### src/rtl/dac_code_reg.sv
module dac_code_reg #(
  parameter int W = 8
) (
  input  logic         clk,
  input  logic         rst,
  input  logic [W-1:0] din,
  input  logic         sel_n,
  input  logic         wr_a_n,
  input  logic         load_en,
  input  logic         wr_b_n,
  input  logic         xfer_n,
  output logic [W-1:0] code,
  output logic [W-1:0] code_n
);

  logic [W-1:0] hold_q;
  logic [W-1:0] out_q;
  logic         ld_ok;
  logic         xf_ok;

  assign ld_ok = ~sel_n & ~wr_a_n & load_en;
  assign xf_ok = ~wr_b_n & ~xfer_n;

  always_ff @(posedge clk) begin
    if (rst) begin
      hold_q <= '0;
      out_q  <= '0;
    end else begin
      if (ld_ok) hold_q <= din;
      if (xf_ok) out_q  <= hold_q;
    end
  end

  assign code   = out_q;
  assign code_n = ~out_q;

  p_load_takes_din_r2: assert property (@(posedge clk) disable iff (rst)
    (!sel_n && !wr_a_n && load_en) |=> (hold_q == $past(din)));

  p_hold_keeps_r3: assert property (@(posedge clk) disable iff (rst)
    (sel_n || wr_a_n) |=> $stable(hold_q));

  p_freeze_r4: assert property (@(posedge clk) disable iff (rst)
    !load_en |=> $stable(hold_q));

  p_xfer_copies_r5: assert property (@(posedge clk) disable iff (rst)
    (!wr_b_n && !xfer_n) |=> (code == $past(hold_q)));

  p_code_holds_r6: assert property (@(posedge clk) disable iff (rst)
    (wr_b_n || xfer_n) |=> $stable(code));

endmodule

### config.mk
export PLATFORM = sky130hd
export DESIGN_NAME = dac_code_reg
export DESIGN_NICKNAME = d
export VERILOG_FILES = /design/src/rtl/dac_code_reg.sv
export SDC_FILE = /design/constraint.sdc
export NUM_CORES = 1
export LEC_CHECK = 0
export BUFFER_PORTS_ARGS = -buffer_cell sky130_fd_sc_hd__buf_4
export CAP_MARGIN = 10
export CORE_ASPECT_RATIO = 0.9
export CORE_MARGIN = 2
export CORE_UTILIZATION = 40
export DETAILED_ROUTE_END_ITERATION = 10
export HOLD_SLACK_MARGIN = 0.05
export PLACE_DENSITY = 0.7
export SYNTH_ARGS = -nofsm -noshare
export SYNTH_HDL_FRONTEND = slang
export SYNTH_SLANG_ARGS = --single-unit
### constraint.sdc
create_clock -name clk -period 1.55 [get_ports clk]
set_input_delay 0.0775 -clock clk [delete_from_list [all_inputs] [get_ports clk]]
set_output_delay 0.0775 -clock clk [all_outputs]
set_load 0.01 [all_outputs]
==> results by group <==
Timing
  – Tmin final: ~980 ps
  – Worst-Margin Slew: 186 ps
  – Setup TNS: 0 ps
  – Fin. Hold Viols: 0
  – Fin crit share: 63.3%
  – Layout Skew: 4.11 ps
  – Final Setup Violations: 0
  – Worst rel slew slack: 87.6%
  – Max-slew violations: 0
  – Fmax: 1020 MHz
  – RSZ-0062 raised after global routing: no

Placed design
  – Final RePlAce weighted congestion: 0.636
  – Placed cells: 128
  – HPWL Detailed: 941 microns
  – Port Buffers: 30

GRT
  – Largest net degree at the start of global routing: 25
  – Global-route wire length before repair: about 2.3 mm
  – Initial antenna violation count: 0
  – Number of global-route vias before repair: 532
  – Tot GR Track Use: 14.3%
  – GRT overflow: 0

CTS
  – Clk sinks: 16
  – Clock Tree Buf Depth: 2
  – CTS HTree Levels: 1
  – Clock transition at path regs: about 90 ps
  – Worst-Skew Late Latency: 280 ps
  – Clk root buf: clkbuf_4
  – TritonCTS clock tree: built
  – Cts repair resizes: 0
  – CTS Buf Count: 3

Floorplanning
  – Row cnt: 14
  – Core ar.: 0.00168 sq mm
  – Die height: 44.2 microns
  – Starting Density: 42.6%
  – Die X: ~49 microns
  – Die area: 0.00215 sq mm
  – IO Pins: 31

Synth
  – Synthesized cell area: 717 sq um
  – Sequential share of the synthesized area: 44.7%
  – Yosys reg bits: 16
  – YS warnings: 0
  – Post-synthesis cell count: 78
  – Netlist cell types: 12
  – Syn Area/Cell: around 9 sq um
  – Syn_nets: 93

Detailed routing
  – DR WL/cell: 9.80 microns
  – Post-route ant nets: 0
  – Final wirelength: 1.31 mm
  – Vias: 589
  – DRC errors left: 0
  – Detailed Routing Iterations Pass 1: 4
  – Iter 0 DRT Violations: 6
  – Vias per std cell: 4.40

Cells and area
  – Core Util, Final: 59.9%
  – # fillers: 166
  – Area occupied by multi-input gates: 338 sq um
  – FF+latch area: 320 sq um
  – Non-Filler Instances: 134
  – Layout area overhead: 40.5%
  – Layout cell share with drive strength beyond 1: 37.3%
  – Final net count: 126
  – ANT cells: 0

Power
  – Net Sw Frac: 20.9%
  – Comb pwr share: 11.0%
  – Max VDD drop: 0.000420 V
  – Clock power share: 34.2%
  – Flop pwr share: 54.7%
  – Total net switching power: 163 uW
  – Pint: 615 uW
  – Leak: 0.000390 uW
  – Pwr/cell area: ~770 mW/mm^2

Hold path
  – Worst min-delay path class: primary input to flip-flop

Critical path
  – Crit path launch type: flip-flop
  – Worst Setup End Kind: flip-flop
  – Required time worst endpoint: 1770 ps
  – Worst setup path class: flip-flop to flip-flop
  – Worst EP arrival: ~1200 ps
  – Max Fanout on Critical Path: 2
  – Reg2reg setup slack: roughly 570 ps

Run status
  – Outcome: finished, final reports clean

Flow run
  – Max Cap Viol: 0
[metal layers]
metal	part of all wire, %	vias to the layer above	track usage, %
met4	0.99	0	8.57
li1	-	320	-
met3	7.4	2	4.73
met1	48	243	16.8
met2	44	24	23.3
met5	0	-	0
[synthesized netlist by cell type]
cell type,instances,area share [%]
mux2i_1,8,11
buf_6,1,1.6
a21oi_1,8,5.6
nor3b_1,1,1.0
o21ai_0,8,5.6
nand2b_1,16,14
inv_1,8,4.2
or3b_2,6,7.3
dfxtp_1,16,45
or3b_1,2,2.4
clkbuf_1,2,1.0
buf_2,2,1.4
[worst max-delay path: stages, from the launching register on]
cell and delay (ps):
dfxtp_1 360, or3b_2 450, a21oi_1 120
[state kept, by name, summed over array words and instances, names as in the netlist]
| name | cells |
|---|---|
| hold_q | 8 |
| code | 8 |
[worst paths after layout]
| path | cells after the start | start | endpoint |
|---|---|---|---|
| worst max register to register | 2 | hold_q[6] | code[6] |
| worst min register to register | 2 | hold_q[4] | hold_q[4] |
| worst max-delay path | 2 | hold_q[6] | code[6] |
| worst min-delay path | 3 | din[0] | hold_q[0] |
[logic make-up after synthesis]
family / Yosys count / synth area share, %
buffers and inverters: 13 / 8.20
muxes: 8 / 11.2
AOI/OAI and AO/OA: 16 / 11.2
DFF: 16 / 44.7
and+or+nand+nor: 25 / 24.8
[through the flow]
step	setup slack, ps	cell area, sq um	hold WS (ps)	power [uW]
final	569	1010	56.6	777
after global routing	514	1010	67.2	816
after CTS	570	1010	50.7	791
after detailed placement	593	951	356	518
after global placement	608	951	344	516
after floorplan	647	717	232	477
[cells in the final DEF (no fill, tap or decap)]
cell type      Yosys  layout
or3b_2             6       6
mux2i_1            8       8
nand2b_1          16      16
clkbuf_8           0       1
a21oi_1            8       8
inv_1              8       8
dfxtp_1           16      16
buf_4              0      31
dlygate4sd3_1      0       2
o21ai_0            8       8
or3b_1             2       2
nor3b_1            1       1
clkbuf_4           0       3
[area by class of cell]
cell class,instances,area share [%]
Multi-Input combinational cell,49,33.5
Sequential cell,16,31.8
Timing Repair Buffer,33,25.1
Clock buffer,4,3.60
Inverter,8,2.98
Tap cell,24,2.98
[power groups by stage]
stage               registers [uW]  clock network (uW)  logic, uW
finish                         425                 266       85.9
global route                   427                 294       95.5
CTS                            426                 279       86.6
detailed placement             435                   0       82.8
global placement               434                   0       81.8
floorplan                      435                   0       42.1
[repair_timing]
action,4_1_cts,5_1_grt
buffers inserted,0,0
hold buffers,2,0
hold endpoints to repair,2,0
No activity file was read; power rests on OpenSTA's default activity.
